**config.mk**
```make
export PLATFORM = sky130hd
export DESIGN_NAME = socket_csc_unit
export DESIGN_NICKNAME = d
export VERILOG_FILES = /design/src/rtl/socket_csc_pkg.sv /design/src/rtl/socket_csc_sync.sv /design/src/rtl/socket_csc_filt.sv /design/src/rtl/socket_csc_chg.sv /design/src/rtl/socket_csc_regs.sv /design/src/rtl/socket_csc_unit.sv
export SDC_FILE = /design/constraint.sdc
export NUM_CORES = 1
export LEC_CHECK = 0
export CORE_ASPECT_RATIO = 1.75
export CORE_MARGIN = 2
export CORE_UTILIZATION = 53
export DETAILED_ROUTE_END_ITERATION = 12
export DONT_BUFFER_PORTS = 1
export GPL_ROUTABILITY_DRIVEN = 0
export MAX_ROUTING_LAYER = met4
export PLACE_DENSITY_LB_ADDON = 0.12
export SLEW_MARGIN = 20
export SYNTH_ARGS = -nofsm -noshare
export SYNTH_HDL_FRONTEND = slang
export SYNTH_SLANG_ARGS = --single-unit
export TNS_END_PERCENT = 50
```
**constraint.sdc**
```tcl
create_clock -name clk_i -period 3.05 [get_ports clk_i]
set_clock_uncertainty 0.15 [all_clocks]
set_input_delay 0.4575 -clock clk_i [delete_from_list [all_inputs] [get_ports clk_i]]
set_output_delay 0.4575 -clock clk_i [all_outputs]
set_load 0.05 [all_outputs]
```
**src/rtl/socket_csc_pkg.sv**
```systemverilog
package socket_csc_pkg;
  localparam int DW        = 8;
  localparam int IRQ_NUM_W = 4;
  localparam int IRQ_LINES = 1 << IRQ_NUM_W;
  localparam int CHG_W     = 5;

  localparam logic [DW-1:0] IDX_STATUS = 8'h01;
  localparam logic [DW-1:0] IDX_INTCTL = 8'h03;
  localparam logic [DW-1:0] IDX_CHG    = 8'h04;
  localparam logic [DW-1:0] IDX_CHGCFG = 8'h05;
  localparam logic [DW-1:0] IDX_GCTL   = 8'h1E;

  localparam int GCTL_EXPACK_BIT = 2;
  localparam logic [IRQ_LINES-1:0] LEGAL_IRQ_MASK = 16'hDEB8;

  typedef enum logic {CARD_MEM = 1'b0, CARD_IO = 1'b1} card_kind_e;

  function automatic logic [IRQ_LINES-1:0] irq_line(input logic [IRQ_NUM_W-1:0] num,
                                                    input logic req);
    logic [IRQ_LINES-1:0] v;
    v = '0;
    if (req && LEGAL_IRQ_MASK[num]) v[num] = 1'b1;
    return v;
  endfunction
endpackage

```
**src/rtl/socket_csc_sync.sv**
```systemverilog
module socket_csc_sync #(
  parameter int W = 1,
  parameter int STAGES = 2
) (
  input  logic         clk_i,
  input  logic         rst_ni,
  input  logic [W-1:0] in_i,
  output logic [W-1:0] out_o
);
  logic [W-1:0] stg_q [STAGES];

  always_ff @(posedge clk_i or negedge rst_ni) begin
    if (!rst_ni) begin
      for (int k = 0; k < STAGES; k++) stg_q[k] <= '0;
    end else begin
      stg_q[0] <= in_i;
      for (int k = 1; k < STAGES; k++) stg_q[k] <= stg_q[k-1];
    end
  end

  assign out_o = stg_q[STAGES-1];
endmodule

```
**src/rtl/socket_csc_filt.sv**
```systemverilog
// Holds a settled copy of synchronized pins; nxt_o is the value taken at the next edge.
module socket_csc_filt #(
  parameter int W = 1,
  parameter int DEB_CYCLES = 1
) (
  input  logic         clk_i,
  input  logic         rst_ni,
  input  logic [W-1:0] smp_i,
  output logic [W-1:0] val_o,
  output logic [W-1:0] nxt_o
);
  if (DEB_CYCLES <= 1) begin : g_plain
    logic [W-1:0] val_q;
    always_ff @(posedge clk_i or negedge rst_ni) begin
      if (!rst_ni) val_q <= '0;
      else         val_q <= smp_i;
    end
    assign val_o = val_q;
    assign nxt_o = smp_i;
  end else begin : g_deb
    localparam int CW = $clog2(DEB_CYCLES);
    for (genvar b = 0; b < W; b++) begin : g_bit
      logic          bit_q;
      logic [CW-1:0] cnt_q;
      logic          diff, hit;
      assign diff = smp_i[b] ^ bit_q;
      assign hit  = diff && (cnt_q == CW'(DEB_CYCLES - 1));
      always_ff @(posedge clk_i or negedge rst_ni) begin
        if (!rst_ni) begin
          bit_q <= 1'b0;
          cnt_q <= '0;
        end else if (!diff || hit) begin
          cnt_q <= '0;
          if (hit) bit_q <= smp_i[b];
        end else begin
          cnt_q <= cnt_q + 1'b1;
        end
      end
      assign val_o[b] = bit_q;
      assign nxt_o[b] = hit ? smp_i[b] : bit_q;
    end
  end
endmodule

```
**src/rtl/socket_csc_chg.sv**
```systemverilog
module socket_csc_chg
  import socket_csc_pkg::*;
(
  input  logic             clk_i,
  input  logic             rst_ni,
  input  card_kind_e       kind_i,
  input  logic             gpi_val_i,
  input  logic             gpi_nxt_i,
  input  logic [1:0]       cd_val_i,
  input  logic [1:0]       cd_nxt_i,
  input  logic             rdy_val_i,
  input  logic             rdy_nxt_i,
  input  logic [1:0]       batt_val_i,
  input  logic [1:0]       batt_nxt_i,
  input  logic             clr_all_i,
  input  logic [CHG_W-1:0] clr_mask_i,
  output logic [CHG_W-1:0] chg_o
);
  logic [CHG_W-1:0] set, clr, chg_q;

  always_comb begin
    set    = '0;
    set[4] = gpi_val_i ^ gpi_nxt_i;
    set[3] = |(cd_val_i ^ cd_nxt_i);
    set[2] = rdy_val_i ^ rdy_nxt_i;
    if (kind_i == CARD_IO) begin
      set[0] = batt_val_i[0] && !batt_nxt_i[0];
    end else begin
      set[1] = (batt_nxt_i == 2'b10) && (batt_val_i != 2'b10);
      set[0] = batt_val_i[1] && !batt_nxt_i[1];
    end
    clr = clr_all_i ? '1 : clr_mask_i;
  end

  // events beat acknowledges on the same edge
  always_ff @(posedge clk_i or negedge rst_ni) begin
    if (!rst_ni) chg_q <= '0;
    else         chg_q <= (chg_q & ~clr) | set;
  end

  assign chg_o = chg_q;
endmodule

```
**src/rtl/socket_csc_regs.sv**
```systemverilog
module socket_csc_regs
  import socket_csc_pkg::*;
(
  input  logic             clk_i,
  input  logic             rst_ni,
  input  logic             addr_i,
  input  logic             wr_i,
  input  logic             rd_i,
  input  logic [DW-1:0]    wdata_i,
  input  logic [DW-1:0]    status_i,
  input  logic [CHG_W-1:0] chg_i,
  output logic [DW-1:0]    rdata_o,
  output logic [DW-1:0]    intctl_o,
  output logic [DW-1:0]    chgcfg_o,
  output logic             clr_all_o,
  output logic [CHG_W-1:0] clr_mask_o
);
  logic [DW-1:0] idx_q, intctl_q, chgcfg_q;
  logic          expack_q;
  logic          data_wr, data_rd, at_chg;

  assign data_wr = wr_i && addr_i;
  assign data_rd = rd_i && addr_i;
  assign at_chg  = (idx_q == IDX_CHG);

  always_ff @(posedge clk_i or negedge rst_ni) begin
    if (!rst_ni) begin
      idx_q    <= '0;
      intctl_q <= '0;
      chgcfg_q <= '0;
      expack_q <= 1'b0;
    end else begin
      if (wr_i && !addr_i) idx_q <= wdata_i;
      if (data_wr) begin
        case (idx_q)
          IDX_INTCTL: intctl_q <= wdata_i;
          IDX_CHGCFG: chgcfg_q <= wdata_i;
          IDX_GCTL:   expack_q <= wdata_i[GCTL_EXPACK_BIT];
          default: ;
        endcase
      end
    end
  end

  always_comb begin
    rdata_o = '0;
    if (!addr_i) begin
      rdata_o = idx_q;
    end else begin
      case (idx_q)
        IDX_STATUS: rdata_o = status_i;
        IDX_INTCTL: rdata_o = intctl_q;
        IDX_CHG:    rdata_o = {{(DW-CHG_W){1'b0}}, chg_i};
        IDX_CHGCFG: rdata_o = chgcfg_q;
        IDX_GCTL:   rdata_o[GCTL_EXPACK_BIT] = expack_q;
        default:    rdata_o = '0;
      endcase
    end
  end

  assign clr_all_o  = data_rd && at_chg && !expack_q;
  assign clr_mask_o = (data_wr && at_chg && expack_q) ? wdata_i[CHG_W-1:0] : '0;
  assign intctl_o   = intctl_q;
  assign chgcfg_o   = chgcfg_q;
endmodule

```
**src/rtl/socket_csc_unit.sv**
```systemverilog
module socket_csc_unit
  import socket_csc_pkg::*;
#(
  parameter int SYNC_STAGES = 2,
  parameter int DEB_CYCLES  = 4
) (
  input  logic                 clk_i,
  input  logic                 rst_ni,
  input  logic                 addr_i,
  input  logic                 wr_i,
  input  logic                 rd_i,
  input  logic [DW-1:0]        wdata_i,
  output logic [DW-1:0]        rdata_o,
  input  logic [1:0]           cd_i,
  input  logic                 rdy_i,
  input  logic [1:0]           batt_i,
  input  logic                 gpi_i,
  input  logic                 wp_i,
  input  logic                 pwr_i,
  input  logic                 card_irq_i,
  output logic [IRQ_LINES-1:0] stat_irq_o,
  output logic [IRQ_LINES-1:0] card_irq_o,
  output logic                 card_rst_o
);
  logic [2:0] deb_smp, deb_val, deb_nxt;
  logic [2:0] edg_smp, edg_val, edg_nxt;
  logic [2:0] lvl_smp;
  logic [DW-1:0] status, intctl, chgcfg;
  logic [CHG_W-1:0] chg, clr_mask;
  logic clr_all;
  card_kind_e kind;

  // seat and ready: synchronized and debounced
  socket_csc_sync #(.W(3), .STAGES(SYNC_STAGES)) u_sync_deb (
    .clk_i, .rst_ni, .in_i({rdy_i, cd_i}), .out_o(deb_smp));
  socket_csc_filt #(.W(3), .DEB_CYCLES(DEB_CYCLES)) u_filt_deb (
    .clk_i, .rst_ni, .smp_i(deb_smp), .val_o(deb_val), .nxt_o(deb_nxt));

  // gpi and battery: synchronized, edge-tracked
  socket_csc_sync #(.W(3), .STAGES(SYNC_STAGES)) u_sync_edg (
    .clk_i, .rst_ni, .in_i({gpi_i, batt_i}), .out_o(edg_smp));
  socket_csc_filt #(.W(3), .DEB_CYCLES(1)) u_filt_edg (
    .clk_i, .rst_ni, .smp_i(edg_smp), .val_o(edg_val), .nxt_o(edg_nxt));

  // level-only pins
  socket_csc_sync #(.W(3), .STAGES(SYNC_STAGES)) u_sync_lvl (
    .clk_i, .rst_ni, .in_i({card_irq_i, pwr_i, wp_i}), .out_o(lvl_smp));

  assign status = {edg_val[2], lvl_smp[1], deb_val[2], lvl_smp[0],
                   deb_val[1], deb_val[0], edg_val[1:0]};
  assign kind   = card_kind_e'(intctl[5]);

  socket_csc_chg u_chg (
    .clk_i, .rst_ni,
    .kind_i     (kind),
    .gpi_val_i  (edg_val[2]),
    .gpi_nxt_i  (edg_nxt[2]),
    .cd_val_i   (deb_val[1:0]),
    .cd_nxt_i   (deb_nxt[1:0]),
    .rdy_val_i  (deb_val[2]),
    .rdy_nxt_i  (deb_nxt[2]),
    .batt_val_i (edg_val[1:0]),
    .batt_nxt_i (edg_nxt[1:0]),
    .clr_all_i  (clr_all),
    .clr_mask_i (clr_mask),
    .chg_o      (chg));

  socket_csc_regs u_regs (
    .clk_i, .rst_ni, .addr_i, .wr_i, .rd_i, .wdata_i,
    .status_i   (status),
    .chg_i      (chg),
    .rdata_o,
    .intctl_o   (intctl),
    .chgcfg_o   (chgcfg),
    .clr_all_o  (clr_all),
    .clr_mask_o (clr_mask));

  assign stat_irq_o = irq_line(chgcfg[7:4], |(chg[3:0] & chgcfg[3:0]));
  assign card_irq_o = irq_line(intctl[3:0], lvl_smp[2] && intctl[4] && (kind == CARD_IO));
  assign card_rst_o = !intctl[6];
endmodule

```
[Word-level counts from Yosys, hierarchy flattened]
Memories as Yosys holds them, arrays and structs flattened.
Cells that the tools add are included.
Word-level totals
  register bits: 60
  memory bits (read-only): 32
  input bits: 22
  output and inout bits: 41
  logic and storage cells: 104
  memories: 2
Operators by class
  add/sub/neg operators: 3
  order comparisons: 4
  equality and inequality tests: 10
  mux-type cells: 22
  bitwise logic cells: 10
  reductions and logical operators: 35
Memories
  (name not given): depth 16, bits a word 1, rd ports 1, clocked after Yosys merged registers in 0, write ports 0, line socket_csc_pkg.sv:22  | if (req && LEGAL_IRQ_MASK[num]) v[num] = 1'b1;
  (name not given): depth 16, bits a word 1, rd ports 1, clocked after Yosys merged registers in 0, write ports 0, line socket_csc_pkg.sv:22
Operator list (count)
  2-to-1 mux 16 bit: 2
  case mux 5 bit (4 select lines): 1
  logical AND 1 bit: 19
  equality test 8 x 3 -> 1 bit, second input constant: 2
  less-than comparator 4 x 5 -> 1 bit, second input constant: 2
  2-to-1 mux 5 bit: 2
  2-to-1 mux 1 bit: 9
  demux 1 bit (select 4 bit): 2
  equality test 2 bit, second input constant: 4
  equality test 8 x 1 -> 1 bit, second input constant: 1
  equality test 8 x 2 -> 1 bit, second input constant: 1
  equality test 8 x 5 -> 1 bit, second input constant: 1
  greater-or-equal comparator 4 x 1 -> 1 bit, second input constant: 2
  logical NOT 1 bit: 8
  2-to-1 mux 8 bit: 1
  case mux 2 bit (4 select lines): 1
  adder 2 x 1 -> 2 bit, second input constant: 3
  2-to-1 mux 2 bit: 3
  AND reduction 2 bit: 3
  bitwise AND 5 bit: 1
  inverter 5 bit: 1
  OR 5 bit: 1
  case mux 1 bit (5 select lines): 1
  bitwise XOR 1 bit: 5
  other kinds (6): 8

[Longest topological paths before layout]
  depth in word-level cells: 8
  gate-level depth with buffers: 6
  gate-level depth less buffers: 4

[Hierarchy]
Synthesis repeated with hierarchy kept, for this count alone.
Second synthesis, totals
  cells, all modules: 267
  area, all modules: 3078.0 um2
Modules (own cells, without submodules)
  socket_csc_regs: times used 1, cells an instance 133, area an instance 1405.1 um2, sequential area each 625.6 um2
  socket_csc_sync: times used 3, cells an instance 9, area an instance 172.7 um2, sequential area each 150.1 um2
  socket_csc_filt (u_filt_deb): times used 1, cells an instance 30, area an instance 431.7 um2, sequential area each 225.2 um2
  socket_csc_unit: times used 1, cells an instance 48, area an instance 376.6 um2, sequential area each 0.0 um2
  socket_csc_chg: times used 1, cells an instance 23, area an instance 249.0 um2, sequential area each 125.1 um2
  socket_csc_filt (u_filt_edg): times used 1, cells an instance 6, area an instance 97.6 um2, sequential area each 75.1 um2

[Worst setup path before layout]
No wires, ideal clock.
  path kind: register -> output
  from: register u_regs.chgcfg_q[4], in the netlist u_regs.chgcfg_o[4]
  to: output port stat_irq_o[3]
  arrival: 3113 ps
  data required time: 2442 ps
  slack: -671 ps
  cell stages (with the launch flop): 4
  buffers on the path: 1
  path through: dfrtp_1 clkbuf_1 nand2_1 a2111oi_0
Between the ends
  cells in the longest elaborated chain, start to end: 5
  elaborated cells on any way between the ends: 9
  those cells by class: 2 x order compare; 4 x mux; 2 x reduce/logical; 1 x memory
Ends and longest elaborated chain
  start: declaration: line socket_csc_regs.sv:18  | logic [DW-1:0] idx_q, intctl_q, chgcfg_q;
  start signal: assignment: line socket_csc_regs.sv:37  | IDX_CHGCFG: chgcfg_q <= wdata_i;
  less-than comparator 4 x 5 -> 1 bit (not written as such) or greater-or-equal comparator 4 x 1 -> 1 bit (tied branches): line socket_csc_pkg.sv:22
  logical AND 1 bit (not written as such): line socket_csc_pkg.sv:22
  2-to-1 mux 1 bit (not written as such): line socket_csc_pkg.sv:22
  demux 1 bit (select 4 bit): line socket_csc_pkg.sv:22
  2-to-1 mux 16 bit *: line socket_csc_pkg.sv:22
  end: declaration: line socket_csc_unit.sv:21  | output logic [IRQ_LINES-1:0] stat_irq_o,
Mark *: on every way between the ends. The rest lies on a longest branch, timed or not. The select of a mux whose other input is x is not followed.

[Worst setup path in the final report]
  from: register u_regs.idx_q[6]
  to: output port rdata_o[7]
Between the ends
  cells in the longest elaborated chain, start to end: 3
  elaborated cells on any way between the ends: 6
  those cells by class: 4 x eq/ne; 2 x mux
Ends and longest elaborated chain
  start: declaration: line socket_csc_regs.sv:18
  start signal: assignment: line socket_csc_regs.sv:33  | if (wr_i && !addr_i) idx_q <= wdata_i;
  equality test 8 x 3 -> 1 bit (tied with other cells): line socket_csc_regs.sv:50  | case (idx_q)
  case mux 5 bit (4 select lines) *: line socket_csc_regs.sv:50
  2-to-1 mux 8 bit *: line socket_csc_regs.sv:47  | if (!addr_i) begin
  end: declaration: line socket_csc_unit.sv:13  | output logic [DW-1:0] rdata_o,
Mark *: on every way between the ends. The rest lies on a longest branch, timed or not.

==> reports/metrics.cfg <==
[critical_path]
slowest_delay_ns=0.57
path_cells=or4b_4 -> nor3_4 -> nand3_1 -> o22ai_1 -> buf_4
cp_max_fo=5
slowest_stage=or4b_4
crit_family=simple AND/OR/NAND/NOR gates
cp-end-kind=output port
path_class=reg2out
crit_arrival_ns=2.22
cp_num_buf_inv=1
cp_data_required_time_ns=2.44
crit_path_start_kind=register

[placed_design]
port-buffer-count=0
hpwl_um=4380
place_area_um2=3040

[clock_tree]
cts_max_level=3
cts_root_buf=clkbuf_8
cts.sinks=60
cts_tree=yes
clk_path_buf_depth=2
clkSlewWorstSetupHoldPaths_ns=0.08
cts_inserted_buffers=9
clock_latency_ns=0.33

[drt]
ant_nets=0
drt-pass1-iter-count=4
routedWlPerCell_um=17.3
via_per_inst=5.77
drc=0
drt_iter0_drc=74
vias=2014
finalWirelength_um=6030

[sta]
rsz0062_at_grt=false
slew_headroom_pct=51.3
final_hold_viol_count=0
setup_viol=0
finalMaxSlewViolations=0
worst_pin_slew_ns=0.728
min_period_over_period_pct=92.7
setup_tns_ns=0
fmax_mhz=354
min_period_ns=2.83

[layout]
final_cell_mix=60 x dfrtp_1, 27 x buf_4, 22 x nand2_1
syn_to_final_growth_pct=18.8
finalInstanceArea_um2=3420
drive_above_1_share_pct=27.6
nFillCells=404
layout_commonest_cell=dfrtp_1
antenna_cells=0
layout.nets=314

[logic_synthesis]
synth_edf_count=0
syn_area_um2=2880
yosysTopAreaCellShare_pct=52.2
synth_area_leader_cell=dfrtp_1
ys_seq_elements=60
synthArstFlopShare_pct=100
ys.flop_type=dfrtp_1
postSynthCellCount=251
ys_warn_count=0
synth_cell_type_count=47
synthTopCellsByArea=dfrtp_1 52%, mux2_2 5.9%, mux2_4 4.2%
synth_area_per_cell_um2=11.5
yosysSeqAreaShare_pct=52.2

[floorplan]
die-area_um2=6060
core_area_um2=5260
die_y_um=101
rows=35
initial_core_util_pct=54.8
io_pins=63
chipWidth_um=59.7

[global_routing]
grt_use_total_pct=22.7
grt_max_degree=61
antenna_found_initial=0
grt_pass1_wl_um=9850
grt_pass1_vias=1996
overflow=0

[power_and_ir_drop]
powerDensity_nw_per_um2=691
finalPower_uw=2360
leakagePower_uw=0.00154
ir_worst_vdd_v=0.000435

[run]
drv_cap=0

[hold_path]
hp-class=in2reg

[run_status]
outcome=complete, no violations

==> metal layers <==
| layer | share of wire, % | up-vias | global-route usage, % | wire, um |
|---|---|---|---|---|
| met2 | 53 | 58 | 35.5 | 3190 |
| met5 | 0 | - | - | 0 |
| met3 | 4.6 | 17 | 5.36 | 279 |
| met1 | 38 | 995 | 25.8 | 2320 |
| li1 | - | 944 | - | - |
| met4 | 4.0 | 0 | 13.7 | 243 |
==> worst paths after layout <==
| kind | from | to | slack, ns | cells past startpoint |
|---|---|---|---|---|
| min in group asynchronous | rst_ni | u_regs.idx_q[5] | 0.51 | 2 |
| min reg2reg | u_sync_deb.stg_q[3] | u_sync_deb.out_o[0] | 0.20 | 0 |
| max | u_regs.idx_q[6] | rdata_o[7] | 0.22 | 5 |
| min | wdata_i[6] | u_regs.idx_q[6] | 0.09 | 2 |
| max reg2reg | u_regs.idx_q[6] | u_regs.intctl_o[3] | 0.81 | 4 |
| max in group asynchronous | rst_ni | u_regs.chgcfg_o[3] | 1.98 | 2 |
==> synthesized netlist by cell type (6+ instances only) <==
cell,number
nor3_1,9
inv_1,13
nand2_1,22
a21oi_1,7
mux2_2,15
nor2_1,15
mux2i_1,7
buf_4,12
o21ai_0,8
dfrtp_1,60
mux2_4,8
nor3b_1,6
o22ai_1,7
==> what timing repair did <==
action / in CTS / in global routing
setup buffers: 0 / 0
hold buffers: 11 / 0
hold endpoints to repair: 69 / 0
resized for setup: 0 / 0
==> power by group <==
| part | internal [uW] | switching, uW | total, uW | leakage [uW] |
|---|---|---|---|---|
| Sequential | 916 | 133 | 1050 | 0.000735 |
| Clock | 587 | 287 | 874 | 0.000127 |
| Combinational | 200 | 241 | 441 | 0.000674 |
==> worst register-to-register path: cells and delay by family (launching register included) <==
family,cells,cell delay [ns]
DFF,1,0.40
muxes,1,0.32
and+or+nand+nor,3,1.25
==> registers in the layout, indices dropped and copies added, names as in the netlist <==
signal	flops
u_chg.chg_o	5
u_filt_edg.val_o	3
u_regs.idx_q	8
u_regs.chgcfg_o	8
u_sync_deb.out_o	3
u_sync_lvl.out_o	3
u_sync_lvl.stg_q	3
u_regs.intctl_o	8
u_sync_deb.stg_q	3
u_sync_edg.out_o	3
u_filt_deb.g_deb.g_bit.bit_q	3
u_sync_edg.stg_q	3
u_regs.expack_q	1
u_filt_deb.g_deb.g_bit.cnt_q	6
==> cells by family (layout without fill, tap and decap cells) <==
group | after synthesis | in the layout | synth area share [%]
and+or+nand+nor | 77 | 77 | 14.8
DFF | 60 | 60 | 52.2
AOI/OAI and AO/OA | 41 | 41 | 9.96
buffers and inverters | 35 | 67 | 7.91
muxes | 30 | 30 | 12.5
xor gates and xnor gates | 4 | 4 | 1.22
adders and majority gates | 3 | 3 | 1.30
other | 1 | 12 | 0.130
==> layout make-up <==
type / count / area, um^2 / area share [%]
flip-flops and latches: 60 / 1500 / 43.9
repair buffers: 38 / 330 / 9.66
well taps: 55 / 68.8 / 2.01
inverters: 13 / 48.8 / 1.43
clock buffers: 12 / 155 / 4.54
multi-input cells: 167 / 1220 / 35.7
clock inverters: 4 / 95.1 / 2.78
==> per-stage QoR <==
step	cells	utilization [%]	hold WS, ns	setup slack, ns
floorplan	262	-	0.0119	0.295
global placement	322	57.9	0.0131	0.639
finish	349	65.0	0.0925	0.223
detailed placement	322	57.9	0.0131	0.618
global route	349	65.0	0.0999	0.0934
CTS	349	65.0	0.0802	0.244
No activity file was read; power rests on OpenSTA's default activity.
